`config.mk`:
```
export PLATFORM = sky130hd
export DESIGN_NAME = mdio_cmd_engine
export DESIGN_NICKNAME = d
export VERILOG_FILES = /design/src/rtl/mdio_pkg.sv /design/src/rtl/mdio_mdc_gen.sv /design/src/rtl/mdio_frame_ser.sv /design/src/rtl/mdio_cmd_engine.sv
export SDC_FILE = /design/constraint.sdc
export NUM_CORES = 1
export LEC_CHECK = 0
export CORE_ASPECT_RATIO = 1.25
export CORE_MARGIN = 10
export CORE_UTILIZATION = 40
export CTS_CLUSTER_DIAMETER = 60
export DETAILED_ROUTE_END_ITERATION = 7
export HOLD_SLACK_MARGIN = 0.05
export PLACE_DENSITY_LB_ADDON = 0.05
export REMOVE_ABC_BUFFERS = 1
export SYNTH_ARGS = -nofsm -noshare
export SYNTH_HDL_FRONTEND = slang
export SYNTH_SLANG_ARGS = --single-unit
```
`constraint.sdc`:
```
create_clock -name clk -period 4.5 [get_ports clk]
set_input_delay 1.35 -clock clk [delete_from_list [all_inputs] [get_ports clk]]
set_output_delay 1.35 -clock clk [all_outputs]
set_load 0.01 [all_outputs]
```
`src/rtl/mdio_pkg.sv`:
```
package mdio_pkg;

   typedef enum logic [1:0] {
      MOP_ADDR  = 2'b00,
      MOP_WRITE = 2'b01,
      MOP_RSVD  = 2'b10,
      MOP_READ  = 2'b11
   } mdio_op_e;

   localparam logic [1:0] START_CODE = 2'b00;
   localparam logic [1:0] TA_DRIVEN  = 2'b10;

   function automatic logic op_is_legal(input logic [1:0] op);
      return op != MOP_RSVD;
   endfunction

endpackage

```
`src/rtl/mdio_mdc_gen.sv`:
```
module mdio_mdc_gen #(
   parameter int CLK_HALF = 2
) (
   input  logic clk,
   input  logic rst_n,
   input  logic run,
   output logic mdc,
   output logic rise_stb,
   output logic fall_stb
);

   logic mdc_q;
   logic wrap;

   generate
      if (CLK_HALF < 1) begin : g_bad_half
         $error("CLK_HALF must be at least 1");
      end

      if (CLK_HALF == 1) begin : g_toggle
         assign wrap = run;
      end else begin : g_count
         localparam int CW = $clog2(CLK_HALF);
         localparam logic [CW-1:0] LAST = CW'(CLK_HALF - 1);
         logic [CW-1:0] cnt_q;

         always_ff @(posedge clk) begin
            if (!rst_n || !run) begin
               cnt_q <= '0;
            end else if (cnt_q == LAST) begin
               cnt_q <= '0;
            end else begin
               cnt_q <= cnt_q + 1'b1;
            end
         end

         assign wrap = run && (cnt_q == LAST);
      end
   endgenerate

   always_ff @(posedge clk) begin
      if (!rst_n || !run) begin
         mdc_q <= 1'b0;
      end else if (wrap) begin
         mdc_q <= ~mdc_q;
      end
   end

   assign mdc      = mdc_q;
   assign rise_stb = wrap && !mdc_q;
   assign fall_stb = wrap && mdc_q;

endmodule

```
`src/rtl/mdio_frame_ser.sv`:
```
module mdio_frame_ser #(
   parameter int FRAME_LEN = 64,
   parameter int FIELD_W   = 16
) (
   input  logic                 clk,
   input  logic                 rst_n,
   input  logic                 start,
   input  logic [FRAME_LEN-1:0] frame,
   input  logic                 is_read,
   input  logic                 rise_stb,
   input  logic                 fall_stb,
   input  logic                 mdio_i,
   output logic                 active,
   output logic                 done,
   output logic                 mdio_o,
   output logic                 mdio_oe,
   output logic [FIELD_W-1:0]   rd_word
);

   localparam int BW = $clog2(FRAME_LEN);
   localparam logic [BW-1:0] LAST_BIT = BW'(FRAME_LEN - 1);
   localparam logic [BW-1:0] TA_BIT   = BW'(FRAME_LEN - FIELD_W - 2);
   localparam logic [BW-1:0] FLD_BIT  = BW'(FRAME_LEN - FIELD_W);

   generate
      if (FRAME_LEN < FIELD_W + 4) begin : g_bad_len
         $error("FRAME_LEN too short for field and turnaround");
      end
   endgenerate

   logic [FRAME_LEN-1:0] sh_q;
   logic [BW-1:0]        bit_q;
   logic                 act_q;
   logic                 rd_q;
   logic [FIELD_W-1:0]   cap_q;
   logic                 last_fall;

   assign last_fall = act_q && fall_stb && (bit_q == LAST_BIT);

   always_ff @(posedge clk) begin
      if (!rst_n) begin
         sh_q  <= '0;
         bit_q <= '0;
         act_q <= 1'b0;
         rd_q  <= 1'b0;
      end else if (start && !act_q) begin
         sh_q  <= frame;
         bit_q <= '0;
         act_q <= 1'b1;
         rd_q  <= is_read;
      end else if (act_q && fall_stb) begin
         if (bit_q == LAST_BIT) begin
            act_q <= 1'b0;
         end else begin
            sh_q  <= {sh_q[FRAME_LEN-2:0], 1'b0};
            bit_q <= bit_q + 1'b1;
         end
      end
   end

   always_ff @(posedge clk) begin
      if (!rst_n) begin
         cap_q <= '0;
      end else if (start && !act_q) begin
         cap_q <= '0;
      end else if (act_q && rd_q && rise_stb && (bit_q >= FLD_BIT)) begin
         cap_q <= {cap_q[FIELD_W-2:0], mdio_i};
      end
   end

   assign active  = act_q;
   assign done    = last_fall;
   assign mdio_o  = act_q ? sh_q[FRAME_LEN-1] : 1'b0;
   assign mdio_oe = act_q && !(rd_q && (bit_q >= TA_BIT));
   assign rd_word = cap_q;

endmodule

```
`src/rtl/mdio_cmd_engine.sv`:
```
module mdio_cmd_engine
   import mdio_pkg::*;
#(
   parameter int CLK_HALF     = 2,
   parameter int PREAMBLE_LEN = 32,
   parameter int PHY_W        = 5,
   parameter int DEV_W        = 5,
   parameter int FIELD_W      = 16
) (
   input  logic               clk,
   input  logic               rst_n,
   input  logic               cmd_wr,
   input  logic [1:0]         cmd_op,
   input  logic [PHY_W-1:0]   cmd_phy,
   input  logic [DEV_W-1:0]   cmd_dev,
   input  logic [FIELD_W-1:0] cmd_reg,
   input  logic               data_wr,
   input  logic [FIELD_W-1:0] data_wdata,
   output logic               busy,
   output logic [FIELD_W-1:0] data_q,
   output logic               mdc,
   output logic               mdio_o,
   output logic               mdio_oe,
   input  logic               mdio_i
);

   localparam int FRAME_LEN = PREAMBLE_LEN + 2 + 2 + PHY_W + DEV_W + 2 + FIELD_W;

   generate
      if (PREAMBLE_LEN < 1 || PREAMBLE_LEN > 32) begin : g_bad_pre
         $error("PREAMBLE_LEN must be 1..32");
      end
      if (PHY_W != 5 || DEV_W != 5 || FIELD_W != 16) begin : g_bad_fmt
         $error("frame field widths are fixed by the protocol");
      end
   endgenerate

   logic                 busy_q;
   logic [FIELD_W-1:0]   data_r;
   logic                 accept;
   logic                 is_read;
   logic [FIELD_W-1:0]   field;
   logic [FRAME_LEN-1:0] frame;
   logic                 ser_active;
   logic                 ser_done;
   logic [FIELD_W-1:0]   ser_word;
   logic                 rise_stb;
   logic                 fall_stb;
   logic                 last_read_q;

   assign accept  = cmd_wr && !busy_q && op_is_legal(cmd_op);
   assign is_read = (cmd_op == MOP_READ);
   assign field   = (cmd_op == MOP_ADDR) ? cmd_reg : data_r;
   assign frame   = {{PREAMBLE_LEN{1'b1}}, START_CODE, cmd_op, cmd_phy, cmd_dev,
                     TA_DRIVEN, field};

   always_ff @(posedge clk) begin
      if (!rst_n) begin
         busy_q      <= 1'b0;
         last_read_q <= 1'b0;
      end else if (accept) begin
         busy_q      <= 1'b1;
         last_read_q <= is_read;
      end else if (ser_done) begin
         busy_q      <= 1'b0;
      end
   end

   always_ff @(posedge clk) begin
      if (!rst_n) begin
         data_r <= '0;
      end else if (ser_done && last_read_q) begin
         data_r <= ser_word;
      end else if (data_wr && !busy_q) begin
         data_r <= data_wdata;
      end
   end

   mdio_mdc_gen #(
      .CLK_HALF (CLK_HALF)
   ) u_mdc (
      .clk      (clk),
      .rst_n    (rst_n),
      .run      (ser_active),
      .mdc      (mdc),
      .rise_stb (rise_stb),
      .fall_stb (fall_stb)
   );

   mdio_frame_ser #(
      .FRAME_LEN (FRAME_LEN),
      .FIELD_W   (FIELD_W)
   ) u_ser (
      .clk      (clk),
      .rst_n    (rst_n),
      .start    (accept),
      .frame    (frame),
      .is_read  (is_read),
      .rise_stb (rise_stb),
      .fall_stb (fall_stb),
      .mdio_i   (mdio_i),
      .active   (ser_active),
      .done     (ser_done),
      .mdio_o   (mdio_o),
      .mdio_oe  (mdio_oe),
      .rd_word  (ser_word)
   );

   assign busy   = busy_q;
   assign data_q = data_r;

endmodule

```
==> results of run 1 <==
-- state kept, by name, summed over array words and instances, names as in the netlist --
register	flops
busy	1
data_q	16
last_read_q	1
u_mdc.g_count.cnt_q	1
u_mdc.mdc	1
u_ser.active	1
u_ser.bit_q	6
u_ser.rd_q	1
u_ser.rd_word	16
u_ser.sh_q	64
-- worst reg2reg max path: stages, from the launching register on --
cell      delay [ns]
dfxtp_1         0.41
ha_1            0.28
and4_1          0.33
nand4_2         0.65
a211oi_1        0.46
-- report_power, final --
| part | total [mW] | leakage, nW | internal [mW] | switching [mW] |
|---|---|---|---|---|
| combinational | 0.221 | 0.848 | 0.124 | 0.0975 |
| clock | 0.805 | 0.145 | 0.451 | 0.354 |
| sequential | 1.04 | 0.883 | 1.01 | 0.0335 |
-- cells in the mapped netlist, types with 10 or more instances --
cell,count,share of area
dfxtp_1,108,0.49
nor2_1,39,0.033
a21oi_1,34,0.038
mux2i_1,33,0.075
nand3_1,30,0.034
o221a_1,29,0.074
a22oi_1,26,0.044
a211oi_1,18,0.031
nand2_1,18,0.015
mux2_2,15,0.038
buf_2,12,0.014
clkbuf_1,10,0.0085
-- layer usage --
metal,track usage,up-vias,routed length (um)
li1,-,1708,-
met1,0.161,1657,4510
met2,0.215,50,5180
met3,0.0313,2,449
met4,0.0467,0,42
met5,0,-,0
-- path summary, 6_finish.rpt --
check             slack, ns                     endpoint                   startpoint
setup / recovery       1.43  u_ser.sh_q[63]$_SDFFE_PN0P_                    cmd_op[1]
setup reg to reg       2.28       data_q[6]$_SDFFE_PN0P_  u_ser.bit_q[1]$_SDFFE_PP0P_
hold reg to reg        0.45  u_ser.sh_q[16]$_SDFFE_PP0P_  u_ser.sh_q[15]$_SDFFE_PN0P_
hold / removal         0.45  u_ser.sh_q[16]$_SDFFE_PP0P_  u_ser.sh_q[15]$_SDFFE_PN0P_
-- logic make-up after synthesis --
logic type | count (synthesis)
AOI/OAI and AO/OA | 121
xor gates and xnor gates | 4
adders and majority gates | 1
muxes | 48
and+or+nand+nor | 107
buffers and inverters | 41
DFF | 108
-- final cells by class --
type | instances | area, um^2 | area share
multi-input combinational | 281 | 2010 | 0.372
clock inverter | 6 | 71.3 | 0.0132
tap | 132 | 165 | 0.0305
sequential | 108 | 2160 | 0.400
inverter | 3 | 11.3 | 0.00208
clock buffer | 10 | 239 | 0.0442
timing repair buffer | 77 | 748 | 0.138
==> results.toml, run 1 <==
[status]
status = "completed"

[place]
place_ws_ns = 1.05
port_buffers = 68
postPlaceCellArea_mm2 = 0.00510
place_inst = 601
hpwl_um = 6840
gp_congestion = 0.725

[setup_path]
arrival_ns = 3.30
crit_path_max_fanout = 34
crit_slowest_cell = "clkdlybuf4s50_1"
crit_required_ns = 4.73
end_kind = "flip-flop"
path_buf_inv = 1
reg2reg_depth = 4
critPathKind = "in -> reg"
cp_cell_sequence = "clkdlybuf4s50_1 -> nand2b_1 -> nand2_1 -> nand2_2 -> o221a_2"
critPathMaxStageDelay_ns = 0.57
startpoint_type = "primary input"
path_depth = 5
crit_family = "simple AND/OR/NAND/NOR gates"

[sta]
layout_setup_ws_ns = 1.43
slew_headroom = 0.468
worstMarginPinSlew_ns = 0.795
fin_skew_ns = 0.00642
hold_viol_final = 0
setup_violations = 0
drv_slew = 0
whs_ns = 0.454
rsz0062_at_grt = "no"
finalCriticalPeriod_ns = 3.07
finalSetupTns_ns = 0
period_share = 0.682
max_freq_ghz = 0.326

[detailed_routing]
drc = 0
routedWlPerCell_um = 16.5
ant_nets = 0
drt-initial-drc-count = 185
vias = 3417
routed_wl_um = 10200
vias_per_cell = 5.54
first_pass_iters = 4

[power]
leakage_nw = 1.88
powerDensity_mw_per_mm2 = 383
worst_ir_drop_vdd_v = 0.000226
power_mw = 2.07

[logic_synthesis]
synth-seq-cells = 108
ys_seq_area_frac = 0.489
synthXorXnorAreaFrac = 0.00793
muxShareOfSynthArea = 0.113
ys_types = 41
synth_top_family_by_area = "compound AO/OA/AOI/OAI gates"
synthSimpleGateAreaFrac = 0.115
ys.flop_type = "dfxtp_1"
synth_area_per_cell_um2 = 10.3
netlist_instances = 430
synth_compound_area_frac = 0.213
synthArstFlopShare = 0
synthAdderAreaFrac = 0.00283
ys.warnings.count = 0
syn_area_mm2 = 0.00442
synth_edf_count = 0

[floorplanning]
core_mm2 = 0.0107
die_y_um = 138
initial_core_util = 0.412
die_x_um = 114
core.rowCount = 42
dieArea_mm2 = 0.0157
ios = 69

[global_route]
grt_use_total = 0.130
grt_pass1_wl_um = 16800
grt_max_degree = 65
first_global_vias = 3402
grt_overflow = 0
antenna_found_initial = 0

[cells_and_area]
diodes = 0
layout_common_cells = "108 x dfxtp_1, 68 x clkdlybuf4s50_1, 39 x nor2_1, 34 x a21oi_1, 33 x mux2i_1"
final_cells = 617
final_nets = 530
layout_commonest_cell = "dfxtp_1"
final_area_mm2 = 0.00541
drive_gt1_frac = 0.107
syn2layout_area_growth_pct = 22.3
utilization = 0.504
n_fill_cell = 1032

[clock_network]
postCtsSetupRepairBufs = 0
cts.reportedPaths.clkPinSlew_ns = 0.07
cts-root-buf = "clkbuf_16"
holdBufCountCts = 0
cts_resized = 0
cts_sinks = 108
cts_tree = "yes"
clock_latency_ns = 0.34
htreeDepth = 3
cts_buffers = 9
cts_buffer_depth = 2

[hold_path]
hold_class = "reg -> reg"
hold_path_depth = 2

[flow_run]
drv_cap = 0
Note: power is estimated with default switching activity, not from simulation.
==> run 2: changes to the inputs <==
- clock period: 4.5 -> 2.6 ns (I/O delays scaled with it)
==> run 2 against run 1 <==
Worst hold slack about the same. Critical path depth decreased by 2. Global-route usage increased by 0.63 points. Worst setup slack got worse by 1.3 ns. Sequential power increased by 74%. Critical path type is now reg -> out. Largest power group unchanged. Clock skew about the same.
==> results.toml, run 2 (synthesis gave the netlist of run 1 again) <==
[status]
status = "completed"

[setup_path]
critPathKind = "reg -> out"
critPathMaxStageDelay_ns = 0.49
startpoint_type = "flip-flop"
end_kind = "output pin"
crit_path_max_fanout = 8
cp_cell_sequence = "nand2_1 -> o21a_1 -> clkdlybuf4s50_1"
crit_required_ns = 1.82
reg2reg_depth = 6
crit_start = "u_ser.bit_q[5]$_SDFFE_PP0P_"
crit_slowest_cell = "dfxtp_1"
arrival_ns = 1.68
r2r_start = "u_ser.bit_q[1]$_SDFFE_PP0P_"

[cells_and_area]
utilization = 0.516
final_area_mm2 = 0.00553
layout_commonest_cell = "dfxtp_1"
drive_gt1_frac = 0.125
final_nets = 540
diodes = 0
largest_reg_flops = 64
final_cells = 627
regArea_mm2 = 0.00216
multi_input_area_mm2 = 0.00201
largest_register = "u_ser.sh_q"
n_fill_cell = 995
layout_common_cells = "108 x dfxtp_1, 68 x clkdlybuf4s50_1, 39 x nor2_1, 34 x a21oi_1, 33 x mux2i_1"
syn2layout_area_growth_pct = 25.1

[power]
leakage_nw = 1.95
powerDensity_mw_per_mm2 = 659
power_mw = 3.64
worst_ir_drop_vdd_v = 0.000263

[clock_network]
cts_buffer_depth = 2
cts_buffers = 9
cts_tree = "yes"
holdBufCountCts = 0
cts-root-buf = "clkbuf_16"
cts.reportedPaths.clkPinSlew_ns = 0.07
clock_latency_ns = 0.34
postCtsSetupRepairBufs = 0
cts_sinks = 108
cts_resized = 0
htreeDepth = 3

[floorplanning]
dieArea_mm2 = 0.0157
initial_core_util = 0.412
core.rowCount = 42
core_mm2 = 0.0107
die_x_um = 114
ios = 69
die_y_um = 138

[sta]
whs_ns = 0.455
drv_slew = 0
setup_violations = 0
layout_setup_ws_ns = 0.138
max_freq_ghz = 0.406
rsz0062_at_grt = "no"
finalSetupTns_ns = 0
hold_viol_final = 0
worstMarginPinSlew_ns = 0.632
period_share = 0.947
finalCriticalPeriod_ns = 2.46
slew_headroom = 0.578
fin_skew_ns = 0.00669

[global_route]
met2_usage = 0.236
grt_overflow = 0
grtUsageMet1 = 0.159
grt_use_total = 0.136
grt-busiest-layer = "met2"
grt_max_degree = 58
met3_usage = 0.0379
grt_pass1_wl_um = 17500
first_global_vias = 3526
antenna_found_initial = 0

[place]
place_ws_ns = 0.187
port_buffers = 68
gp_congestion = 0.732
place_inst = 611
hpwl_um = 7340
postPlaceCellArea_mm2 = 0.00521

[hold_path]
hold_path_depth = 2
hold_class = "reg -> reg"
hold_start = "u_ser.sh_q[30]$_SDFFE_PP0P_"

[detailed_routing]
ant_nets = 0
drt-initial-drc-count = 167
routed_wl_um = 10600
vias = 3460
routedWlPerCell_um = 16.9
drc = 0
first_pass_iters = 4
vias_per_cell = 5.52

[flow_run]
drv_cap = 0
==> run 2: cell types whose count changed in the layout (fill, tap and decap cells not counted), sizes merged <==
| cell | delta |
|---|---|
| buf | +10 |
| clkbuf | +2 |
| clkinv | -1 |
| clkinvlp | -1 |
==> run 2: worst paths after layout <==
| path | endpoint | slack (ns) |
|---|---|---|
| setup / recovery | mdio_oe | 0.14 |
| hold / removal | u_ser.sh_q[31]$_SDFFE_PP0P_ | 0.45 |
| setup reg to reg | u_ser.sh_q[32]$_SDFFE_PN0P_ | 0.66 |
| hold reg to reg | u_ser.sh_q[31]$_SDFFE_PP0P_ | 0.45 |
==> run 2: layout make-up <==
type                    instances  area share
flip-flops and latches        108       0.391
multi-input cells             281       0.363
repair buffers                 87       0.156
clock buffers                  12      0.0482
well taps                     132      0.0299
clock inverters                 4     0.00995
inverters                       3     0.00204
==> run 2: routing by layer <==
| metal | vias to the layer above | routed length [um] | share of wire |
|---|---|---|---|
| met5 | - | 0 | 0 |
| met4 | 0 | 123 | 0.012 |
| met3 | 7 | 392 | 0.037 |
| met2 | 53 | 5460 | 0.51 |
| met1 | 1673 | 4640 | 0.44 |
| li1 | 1727 | - | - |
==> run 2: critical path, delay by kind of cell, from the launching register on <==
| kind | cells | cell delay (ns) |
|---|---|---|
| flip-flops | 1 | 0.49 |
| buffers and inverters | 1 | 0.48 |
| AO/OA/AOI/OAI | 1 | 0.21 |
| AND/OR/NAND/NOR | 1 | 0.17 |
==> run 2: report_power, final <==
| part | internal, mW | leakage [nW] | switching [mW] |
|---|---|---|---|
| clock | 0.831 | 0.155 | 0.598 |
| sequential | 1.75 | 0.883 | 0.0587 |
| combinational | 0.232 | 0.910 | 0.174 |
